## src/rtl/trim_div_pkg.sv

```systemverilog
// Shared types for the trimmed one-second prescaler.
package trim_div_pkg;
    // Width of the trim magnitude field.
    localparam int CAL_W = 5;

    // How the current second is adjusted.
    typedef enum logic [1:0] {
        TRIM_NONE  = 2'd0,
        TRIM_SHORT = 2'd1,
        TRIM_LONG  = 2'd2
    } trim_e;
endpackage

```

## src/rtl/trim_prescaler.sv

```systemverilog
// Two-stage sub-second divider. The fine stage counts FINE_DIV strobes and the
// coarse stage counts COARSE_DIV fine periods. The trim lengthens or shortens
// only the first fine period of a second.
// Assumes: FINE_DIV is even and at least 2, COARSE_DIV is at least 2, and
//          trim stays stable for the whole second.
module trim_prescaler
    import trim_div_pkg::*;
#(
    parameter int FINE_DIV   = 256,
    parameter int COARSE_DIV = 128
) (
    input  logic  clk,
    input  logic  rst_n,
    input  logic  osc_en,
    input  logic  halt,
    input  trim_e trim,
    output logic  sec_done
);
    localparam int FW = $clog2(2 * FINE_DIV);
    localparam int CW = $clog2(COARSE_DIV);
    localparam logic [FW-1:0] TOP_NORM  = FW'(FINE_DIV - 1);
    localparam logic [FW-1:0] TOP_SHORT = FW'(FINE_DIV / 2 - 1);
    localparam logic [FW-1:0] TOP_LONG  = FW'(2 * FINE_DIV - 1);
    localparam logic [CW-1:0] COARSE_LAST = CW'(COARSE_DIV - 1);

    logic [FW-1:0] fine_q;
    logic [FW-1:0] fine_top;
    logic [CW-1:0] coarse_q;
    logic          fine_end;

    // Pick the terminal count of the fine stage for the current fine period.
    always_comb begin
        fine_top = TOP_NORM;
        if (coarse_q == '0) begin
            if (trim == TRIM_SHORT)
                fine_top = TOP_SHORT;
            else if (trim == TRIM_LONG)
                fine_top = TOP_LONG;
        end
    end

    assign fine_end = osc_en && !halt && (fine_q == fine_top);
    assign sec_done = fine_end && (coarse_q == COARSE_LAST);

    // Advance both stages on each accepted strobe; a halt clears them.
    always_ff @(posedge clk) begin
        if (!rst_n || halt) begin
            fine_q   <= '0;
            coarse_q <= '0;
        end else if (osc_en) begin
            if (fine_q == fine_top) begin
                fine_q   <= '0;
                coarse_q <= (coarse_q == COARSE_LAST) ? '0 : coarse_q + 1'b1;
            end else begin
                fine_q <= fine_q + 1'b1;
            end
        end
    end
endmodule

```

## src/rtl/cycle_tracker.sv

```systemverilog
// Tracks the second within the minute and the minute within the correction
// cycle, and flags the edge that closes a cycle.
// Assumes: sec_done is a single-cycle strobe and both counts are at least 2.
module cycle_tracker #(
    parameter int SEC_PER_MIN   = 60,
    parameter int MIN_PER_CYCLE = 64,
    localparam int SW = $clog2(SEC_PER_MIN),
    localparam int MW = $clog2(MIN_PER_CYCLE)
) (
    input  logic          clk,
    input  logic          rst_n,
    input  logic          sec_done,
    output logic [SW-1:0] sec_idx,
    output logic [MW-1:0] min_idx,
    output logic          cycle_wrap
);
    localparam logic [SW-1:0] SEC_LAST = SW'(SEC_PER_MIN - 1);
    localparam logic [MW-1:0] MIN_LAST = MW'(MIN_PER_CYCLE - 1);

    logic sec_last;
    logic min_last;

    assign sec_last   = (sec_idx == SEC_LAST);
    assign min_last   = (min_idx == MIN_LAST);
    assign cycle_wrap = sec_done && sec_last && min_last;

    // Step the second and minute positions once per finished second.
    always_ff @(posedge clk) begin
        if (!rst_n) begin
            sec_idx <= '0;
            min_idx <= '0;
        end else if (sec_done) begin
            if (sec_last) begin
                sec_idx <= '0;
                min_idx <= min_last ? '0 : min_idx + 1'b1;
            end else begin
                sec_idx <= sec_idx + 1'b1;
            end
        end
    end
endmodule

```

## src/rtl/trim_scheduler.sv

```systemverilog
// Captures the trim setting at each cycle start and decides whether the
// current second is adjusted: second 0 of the first 2*N minutes, capped at
// MIN_PER_CYCLE-2 minutes.
// Assumes: cycle_wrap is high only on the edge that closes a cycle.
module trim_scheduler
    import trim_div_pkg::*;
#(
    parameter int SEC_PER_MIN   = 60,
    parameter int MIN_PER_CYCLE = 64,
    localparam int SW = $clog2(SEC_PER_MIN),
    localparam int MW = $clog2(MIN_PER_CYCLE)
) (
    input  logic             clk,
    input  logic             rst_n,
    input  logic [CAL_W-1:0] cal_mag,
    input  logic             cal_pos,
    input  logic             cycle_wrap,
    input  logic [SW-1:0]    sec_idx,
    input  logic [MW-1:0]    min_idx,
    output trim_e            trim,
    output logic [CAL_W-1:0] lat_mag,
    output logic             lat_pos
);
    localparam logic [31:0] ADJ_LIMIT = 32'(MIN_PER_CYCLE - 2);

    logic [31:0] span;
    logic        in_window;

    // Hold the trim setting for a full cycle; reload it at reset and at cycle end.
    always_ff @(posedge clk) begin
        if (!rst_n || cycle_wrap) begin
            lat_mag <= cal_mag;
            lat_pos <= cal_pos;
        end
    end

    // Work out the number of adjusted minutes and the trim for this second.
    always_comb begin
        span = 32'(lat_mag) << 1;
        if (span > ADJ_LIMIT)
            span = ADJ_LIMIT;
        in_window = (sec_idx == '0) && (32'(min_idx) < span);
        if (!in_window)
            trim = TRIM_NONE;
        else if (lat_pos)
            trim = TRIM_SHORT;
        else
            trim = TRIM_LONG;
    end
endmodule

```

## src/rtl/trimmed_second_divider.sv

```systemverilog
// Top of the trimmed one-second prescaler. It divides oscillator strobes down
// to a registered one-cycle second tick and applies the scheduled trim.
// Assumes: osc_en is at most one strobe per clock, synchronous to clk.
module trimmed_second_divider
    import trim_div_pkg::*;
#(
    parameter int FINE_DIV      = 256,
    parameter int COARSE_DIV    = 128,
    parameter int SEC_PER_MIN   = 60,
    parameter int MIN_PER_CYCLE = 64
) (
    input  logic             clk,
    input  logic             rst_n,
    input  logic             osc_en,
    input  logic             stop,
    input  logic [CAL_W-1:0] cal_mag,
    input  logic             cal_pos,
    output logic             sec_tick
);
    localparam int SW = $clog2(SEC_PER_MIN);
    localparam int MW = $clog2(MIN_PER_CYCLE);

    trim_e            trim;
    logic             sec_done;
    logic             cycle_wrap;
    logic [SW-1:0]    sec_idx;
    logic [MW-1:0]    min_idx;
    logic [CAL_W-1:0] lat_mag;
    logic             lat_pos;

    trim_prescaler #(
        .FINE_DIV   (FINE_DIV),
        .COARSE_DIV (COARSE_DIV)
    ) u_presc (
        .clk      (clk),
        .rst_n    (rst_n),
        .osc_en   (osc_en),
        .halt     (stop),
        .trim     (trim),
        .sec_done (sec_done)
    );

    cycle_tracker #(
        .SEC_PER_MIN   (SEC_PER_MIN),
        .MIN_PER_CYCLE (MIN_PER_CYCLE)
    ) u_track (
        .clk        (clk),
        .rst_n      (rst_n),
        .sec_done   (sec_done),
        .sec_idx    (sec_idx),
        .min_idx    (min_idx),
        .cycle_wrap (cycle_wrap)
    );

    trim_scheduler #(
        .SEC_PER_MIN   (SEC_PER_MIN),
        .MIN_PER_CYCLE (MIN_PER_CYCLE)
    ) u_sched (
        .clk        (clk),
        .rst_n      (rst_n),
        .cal_mag    (cal_mag),
        .cal_pos    (cal_pos),
        .cycle_wrap (cycle_wrap),
        .sec_idx    (sec_idx),
        .min_idx    (min_idx),
        .trim       (trim),
        .lat_mag    (lat_mag),
        .lat_pos    (lat_pos)
    );

    // Register the end-of-second strobe as the outgoing tick.
    always_ff @(posedge clk) begin
        if (!rst_n)
            sec_tick <= 1'b0;
        else
            sec_tick <= sec_done;
    end
endmodule

```

## config.mk

```make
export PLATFORM = sky130hd
export DESIGN_NAME = trimmed_second_divider
export DESIGN_NICKNAME = d
export VERILOG_FILES = /design/src/rtl/trim_div_pkg.sv /design/src/rtl/trim_prescaler.sv /design/src/rtl/cycle_tracker.sv /design/src/rtl/trim_scheduler.sv /design/src/rtl/trimmed_second_divider.sv
export SDC_FILE = /design/constraint.sdc
export NUM_CORES = 1
export LEC_CHECK = 0
export BUFFER_PORTS_ARGS = -buffer_cell sky130_fd_sc_hd__buf_2
export CAP_MARGIN = 20
export CELL_PAD_IN_SITES_DETAIL_PLACEMENT = 1
export CELL_PAD_IN_SITES_GLOBAL_PLACEMENT = 1
export CORE_MARGIN = 2
export CORE_UTILIZATION = 42
export CTS_CLUSTER_DIAMETER = 30
export DETAILED_ROUTE_END_ITERATION = 10
export PLACE_DENSITY = 0.76
export SLEW_MARGIN = 20
export SYNTH_ARGS = -nofsm -noshare
export SYNTH_HDL_FRONTEND = slang
export SYNTH_HIERARCHICAL = 1
export SYNTH_SLANG_ARGS = --single-unit
```

## constraint.sdc

```tcl
create_clock -name clk -period 3.15 [get_ports clk]
set_input_delay 0.63 -clock clk [delete_from_list [all_inputs] [get_ports clk]]
set_output_delay 0.63 -clock clk [all_outputs]
set_load 0.03 [all_outputs]
```

# Yosys cells after proc, flatten, opt, wreduce, memory -nomap -nowiden

Index checks and enable logic that the tools add are counted.

Flip-flop bits (word level): 35
Latch bits: 0
RAM bits: 0
ROM bits: 0
Output and inout port bits: 1
Memories: 0

Add/sub/neg operators: 4
Multipliers: 0
Div/mod/pow operators: 0
$lt $le $gt $ge: 2
Equal/unequal tests: 6
Shift operators: 0
Muxes and demuxes: 10
Bitwise operators: 0
Reductions and logical operators: 14

Operators by type and width:

| kind                  | number |
|---|---|
| $mux W9               | 4 |
| $mux W6               | 3 |
| $add A6 B1 Y6 const B | 2 |
| $eq A6 B6 Y1 const B  | 2 |
| $add A9 B1 Y9 const B | 1 |
| $eq A9 B9 Y1          | 1 |
| $add A7 B1 Y7 const B | 1 |
| $eq A7 B7 Y1 const B  | 1 |
| $logic_not A7 Y1      | 1 |
| $mux W7               | 1 |
| $gt A6 B6 Y1 const B  | 1 |
| $logic_and A1 B1 Y1   | 6 |
| $logic_not A6 Y1      | 1 |
| $lt A6 B6 Y1          | 1 |
| $mux W2               | 2 |
| $reduce_and A2 Y1     | 2 |
| $eq A2 B1 Y1 const B  | 1 |
| $eq A2 B2 Y1 const B  | 1 |
| $logic_not A1 Y1      | 2 |
| $logic_or A1 B1 Y1    | 2 |

# Logic depth before layout (Yosys ltp)

Depth after elaboration: 15
Mapped depth: 14
Mapped depth without buffers: 13

# Modules after synthesis

Netlist, hierarchy kept.

Modules (own cells, without submodules):

| module                 | times used | cells each | area an instance (µm²) |
|---|---|---|---|
| trim_prescaler         | 1          | 106        | 908.4 |
| cycle_tracker          | 1          | 68         | 605.6 |
| trim_scheduler         | 1          | 26         | 319.1 |
| trimmed_second_divider | 1          | 2          | 26.3 |

# Least setup slack after synthesis

No wires, ideal clock.

Path type: register to register
Start: register u_track.min_idx[3]
End: register u_sched.lat_mag[0] (enable)
Library setup time: 322 ps
Data arrival time: 2958 ps
Data required time: 2828 ps
Path slack: -130 ps
Cell stages (with the launch flop): 14
Path buffers: 1
Clock period less this slack: 3280 ps
Path through: dfxtp_1 ha_1 a21oi_1 o21ai_0 a311oi_1 nor4b_1 and3_2 nor4_4 nand2b_1 nor3_1 buf_4 nand4b_4 nor3_1 nand2b_1

Cells in the longest elaborated chain, start to end: 13
Elaborated cells between the ends (all ways): 15

Ends and longest elaborated chain:

| what                                | RTL line                     | source |
|---|---|---|
| from (decl)                         | cycle_tracker.sv:14          | `output logic [MW-1:0] min_idx,` |
| from (signal assigned)              | cycle_tracker.sv:35          | `min_idx <= min_last ? '0 : min_idx + 1'b1;` |
| $lt A6 B6 Y1 *                      | trim_scheduler.sv:42         | `in_window = (sec_idx == '0) && (32'(min_idx) < span);` |
| $logic_and A1 B1 Y1 *               | trim_scheduler.sv:42         |  |
| $mux W2 *                           | trim_scheduler.sv:43         | `if (!in_window)` |
| named net trim[0]                   | trimmed_second_divider.sv:23 | `trim_e trim;` |
| $eq A2 B2 Y1                        | trim_prescaler.sv:37         | `else if (trim == TRIM_LONG)` |
| $mux W9                             | trim_prescaler.sv:37         |  |
| $mux W9 *                           | trim_prescaler.sv:35         | `if (trim == TRIM_SHORT)` |
| $mux W9 *                           | trim_prescaler.sv:34         | `if (coarse_q == '0) begin` |
| $eq A9 B9 Y1 *                      | trim_prescaler.sv:42         | `assign fine_end = osc_en && !halt && (fine_q == fine_top);` |
| $logic_and A1 B1 Y1 *               | trim_prescaler.sv:42         |  |
| $logic_and A1 B1 Y1 *               | trim_prescaler.sv:43         | `assign sec_done = fine_end && (coarse_q == COARSE_LAST);` |
| named net sec_done                  | trimmed_second_divider.sv:24 | `logic sec_done;` |
| $logic_and A1 B1 Y1 * (2 in series) | cycle_tracker.sv:25          | `assign cycle_wrap = sec_done && sec_last && min_last;` |
| named net cycle_wrap                | trimmed_second_divider.sv:25 | `logic cycle_wrap;` |
| $logic_or A1 B1 Y1 *                | trim_scheduler.sv:31         | `if (!rst_n \|\| cycle_wrap) begin` |
| to (signal assigned)                | trim_scheduler.sv:32         | `lat_mag <= cal_mag;` |
| to (decl)                           | trim_scheduler.sv:21         | `output logic [CAL_W-1:0] lat_mag,` |

Mark *: on every way through the listed nets, which the timed path passes. The rest lies on a longest branch.
A chain may end at the register's enable or synchronous reset.

# Final worst setup path

Start: register u_sched.lat_mag[2]
End: register u_track.min_idx[0]

Cells in the longest elaborated chain, start to end: 13
Elaborated cells between the ends (all ways): 14

Ends and longest elaborated chain:

| what                                 | RTL line                     | source |
|---|---|---|
| $gt A6 B6 Y1                         | trim_scheduler.sv:40         | `if (span > ADJ_LIMIT)` |
| $mux W6 *                            | trim_scheduler.sv:40         |  |
| $lt A6 B6 Y1 *                       | trim_scheduler.sv:42         |  |
| $logic_and A1 B1 Y1 *                | trim_scheduler.sv:42         |  |
| $mux W2 *                            | trim_scheduler.sv:43         |  |
| named net trim[1]                    | trimmed_second_divider.sv:23 |  |
| $eq A2 B2 Y1                         | trim_prescaler.sv:37         |  |
| $mux W9                              | trim_prescaler.sv:37         |  |
| $mux W9 *                            | trim_prescaler.sv:35         |  |
| $mux W9 *                            | trim_prescaler.sv:34         |  |
| $eq A9 B9 Y1 *                       | trim_prescaler.sv:42         |  |
| $logic_and A1 B1 Y1 *                | trim_prescaler.sv:42         |  |
| $logic_and A1 B1 Y1 *                | trim_prescaler.sv:43         |  |
| named net sec_done                   | trimmed_second_divider.sv:24 |  |
| $reduce_and A2 Y1 (no source line) * | n/a                          |  |

Marks and branches as above.

==> flow_results.org <==
** Run status
- The run finished with clean final reports.

** Routing
- Met2 Wirelength :: roughly 2500 µm
- The detailed router used layers up to and including met4.
- Number of design-rule violations left by the first detailed-router iteration :: 86
- After detailed routing, the met3 layer carries about 130 µm of wire.
- For this block, wires on met1 add up to about 2200 µm.
- Detailed routing inserted a total of between 1,500 and 2,000 vias.
- Dividing the detail-routed via count by the number of cells gives between 5 and 6.
- Antenna viol nets, final :: 0
- Remaining DRCs :: 0
- After detailed routing, the average wire length per cell comes to 17.1 µm.
- The final layout contains routed wiring with a total length of approximately 4900 µm.
- Before antenna repair, the detailed router went through 4 iterations.

** Clock network
- The number of hold buffers added after CTS was 0.
- The clock net in this run drives a total of 35 sinks.
- Cell at the root of the clock tree :: sky130_fd_sc_hd__clkbuf_8
- CTS tree :: yes
- In this run the number of H-tree levels came out at 2.
- Number of buffers created by CTS :: 5
- Clock latency on the worst-skew pair, taken at its later pin, is approximately 0.29 ns.
- Clock-pin slew of the registers on the worst-case setup and hold paths :: about 0.07 ns
- The clock passes through at most 2 buffers.

** Floorplan
- For this design the top-level I/O count stands at 11.
- The initialized floorplan defines 24 standard-cell rows.
- The die covers about 5000 µm².
- The die is approximately 71 µm wide.
- For this configuration, the core starts out at a cell density of 43.3%.
- The core region is approximately 4300 µm².
- DIE HEIGHT :: ~71 µm

** Synthesis
- Counting every net in the synthesized netlist gives around 220.
- Total of flip-flops plus latches after synthesis :: 35
- Post-synthesis sequential area ratio :: between 40% and 50%
- Synthesis instantiated 44 different standard cells from the library.
- Synth Warn # :: 6
- After technology mapping, the gate count stands at 202.
- The synthesized design devotes to its leading area cell type a little under a third of total area.
- Cell type contributing the most total cell area after synthesis :: sky130_fd_sc_hd__dfxtp_1
- A synthesized cell averages between 9 and 10 µm².
- The synthesized design contains 6 enable-type register cells.
- Fraction of registers with async set/reset :: 0%
- In the synthesized netlist the dominant register cell turns out to be sky130_fd_sc_hd__dfxtp_1.
- Yosys attributes the largest share of cell area to sky130_fd_sc_hd__dfxtp_1, sky130_fd_sc_hd__edfxtp_1, sky130_fd_sc_hd__ha_1.
- In this run the cell area of the synthesized design comes to 1860 µm².

** Critical path
- Data on the critical path is required at its endpoint by ~3.4 ns.
- Slack of the worst reg-to-reg path :: roughly 0.0067 ns
- STA classifies the critical path endpoint as a flip-flop.
- STA classifies the critical path startpoint as a flip-flop.
- At the worst endpoint, the arrival time is roughly 3.4 ns.
- Largest fanout of any net on the critical path :: 4
- The critical path in this run is classified as reg2reg.

** Timing
- Endpoints failing setup :: 0
- Post-layout minimum cycle time :: approximately 3.1 ns
- Setup slack closes at 0.00673 ns.
- Of the available clock period, the critical path in the final layout requires 99.8%.
- The final-report max-slew violation count was 0.
- Across all hold checks on the routed design, the worst slack comes to between 0.5 and 0.6 ns.
- For this run, the top clock speed supported by timing is between 300 and 400 MHz.
- Headroom to the max-slew limit :: between 50% and 60%
- For the final database, setup skew stands at 0.00668 ns.
- In the final timing run, aggregate negative setup slack is 0 ns.
- Actual slew at the worst max-slew pin :: around 0.65 ns
- The number of hold violations in the final report is 0.
- Setup repair after global routing could not meet its margin everywhere.

** Global routing
- The initial antenna violation count is 0.
- The first global-routing pass estimated around 8200 µm of wire.
- Entering global routing, the biggest net connects 14 pins.
- Combined global-route utilization of all metal layers :: between 20% and 30%
- Number of global-route vias before repair :: about 1,800
- GRT Residual Overflow :: 0

** Power
- Fraction of power consumed by sequential logic :: 53.4%
- Logic gate share of total power :: ~7.3%
- Total power divided by cell area :: roughly 370 nW/µm²
- Clock Power Share :: approximately two fifths
- The analysis attributes to cell leakage a power of 0.915 nW.
- In this run the power spent charging and discharging nets is 0.206 mW.
- Internal cell power :: approximately 0.67 mW
- The worst-case IR drop observed on VDD is between 0.2 and 0.3 mV.
- Net switching share of the total power :: 23.7%

** Placed design
- Worst slack after detailed placement :: -0.154 ns
- At the end of routability-driven placement, the weighted congestion stood at between 0.8 and 0.9.
- Once placement finished, the instance area stood at between 2000 and 2500 µm².
- Instance count after placement with tap cells included :: ~280
- Port bufs :: 10
- Summed over all nets, the half-perimeter wirelength after detailed placement is approximately 3400 µm.

** Cells and area
- The repair_antennas step left the layout with diodes totalling 0.
- Nets :: around 250
- Leaving out filler cells and counting taps, the final layout contains 286.
- In the layout the commonest cells are sky130_fd_sc_hd__dfxtp_1, sky130_fd_sc_hd__buf_4, sky130_fd_sc_hd__nand2_1, sky130_fd_sc_hd__nor2_1, sky130_fd_sc_hd__a21oi_1.
- Area growth syn-to-layout :: 27.4%
- Leaving out fill and tap cells, the most frequent cell in the layout is sky130_fd_sc_hd__dfxtp_1.
- The finished cells cover ~2400 µm².
- The post-route netlist has ~29% of its cells at a drive strength greater than 1.

** Run
- Number of maximum-capacitance violations :: 0

** Hold path
- Hold Path Class :: reg2reg
state kept, by name, summed over array words and instances (netlist names):
signal,count
u_presc/coarse_q,7
u_sched/lat_pos,1
u_presc/fine_q,9
u_track/sec_idx,6
u_track/min_idx,6
sec_tick,1
u_sched/lat_mag,5
power by group through the flow:
| stage | combinational, mW | sequential (mW) | clock [mW] |
|---|---|---|---|
| final | 0.0633 | 0.466 | 0.342 |
| after global routing | 0.0694 | 0.466 | 0.367 |
| after CTS | 0.0535 | 0.465 | 0.350 |
| after detailed placement | 0.0491 | 0.475 | 0 |
| after global placement | 0.0461 | 0.475 | 0 |
| after floorplan | 0.0334 | 0.474 | 0 |
per-stage QoR:
step / total power [mW] / util (%)
after CTS: 0.869 / 52.0
after detailed placement: 0.524 / 48.8
after global placement: 0.521 / 48.8
after floorplan: 0.508 / -
after global routing: 0.903 / 55.2
final: 0.871 / 55.2
cell type report:
class / count / area (µm²)
clock inverter: 1 / 3.75
multi-input combinational: 153 / 1220
sequential: 35 / 761
inverter: 9 / 33.8
timing repair buffer: 29 / 200
tap: 52 / 65.1
clock buffer: 7 / 86.3
fill: 485 / 1930
timing repair:
action	4_1_cts	5_1_grt
pin swaps	5	10
endpoints found under the setup margin	16	17
buffers inserted	1	1
resized for setup	9	21
endpoints found under the hold margin	0	0
Yosys cell counts, drive strengths merged, types with 5 or more instances:
cell	n
or3	6
nand3	11
and3	5
a21oi	14
ha	9
dfxtp	29
nand2b	7
o211ai	5
nor2	13
nor4	5
edfxtp	6
xor2	6
o21ai	12
nand2	14
nand4	8
inv	9
kinds of logic (layout without fill, tap and decap cells):
logic type,after synthesis,after routing,share of synthesized area [%]
buffers and inverters,14,46,3.57
adder cells (fa/ha/maj),9,9,6.06
AND/OR/NAND/NOR,92,92,30.7
XOR/XNOR,10,10,4.71
AO/OA/AOI/OAI,41,41,13.5
multiplexers,1,1,0.538
flip-flops,35,35,40.9
final timing paths:
| path | startpoint | to | depth (start not counted) |
|---|---|---|---|
| max reg2reg | u_sched/lat_mag[2] | u_track/min_idx[0] | 14 |
| min reg2reg | u_presc/fine_q[6] | u_presc/fine_q[6] | 2 |
| min | u_presc/fine_q[6] | u_presc/fine_q[6] | 2 |
| max | u_sched/lat_mag[2] | u_track/min_idx[0] | 14 |
critical path, cell delays in order (launching register included):
cell	delay, ns
sky130_fd_sc_hd__edfxtp_1	0.36
sky130_fd_sc_hd__inv_1	0.10
sky130_fd_sc_hd__ha_4	0.21
sky130_fd_sc_hd__a21oi_4	0.13
sky130_fd_sc_hd__o21ai_2	0.11
sky130_fd_sc_hd__a311oi_4	0.34
sky130_fd_sc_hd__and4b_1	0.27
sky130_fd_sc_hd__and3_2	0.22
sky130_fd_sc_hd__nor4_4	0.05
sky130_fd_sc_hd__nand2b_4	0.16
sky130_fd_sc_hd__nor3_4	0.20
sky130_fd_sc_hd__buf_6	0.14
sky130_fd_sc_hd__nand4_1	0.16
sky130_fd_sc_hd__or3_4	0.44
sky130_fd_sc_hd__a211oi_2	0.17
routing by layer:
| layer | global-route usage (%) | vias to the layer above |
|---|---|---|
| met1 | 25.9 | 838 |
| met4 | 7.76 | 0 |
| li1 | - | 810 |
| met3 | 4.99 | 7 |
| met2 | 35.4 | 21 |
| met5 | 0 | - |
(Power assumes the default switching activity.)
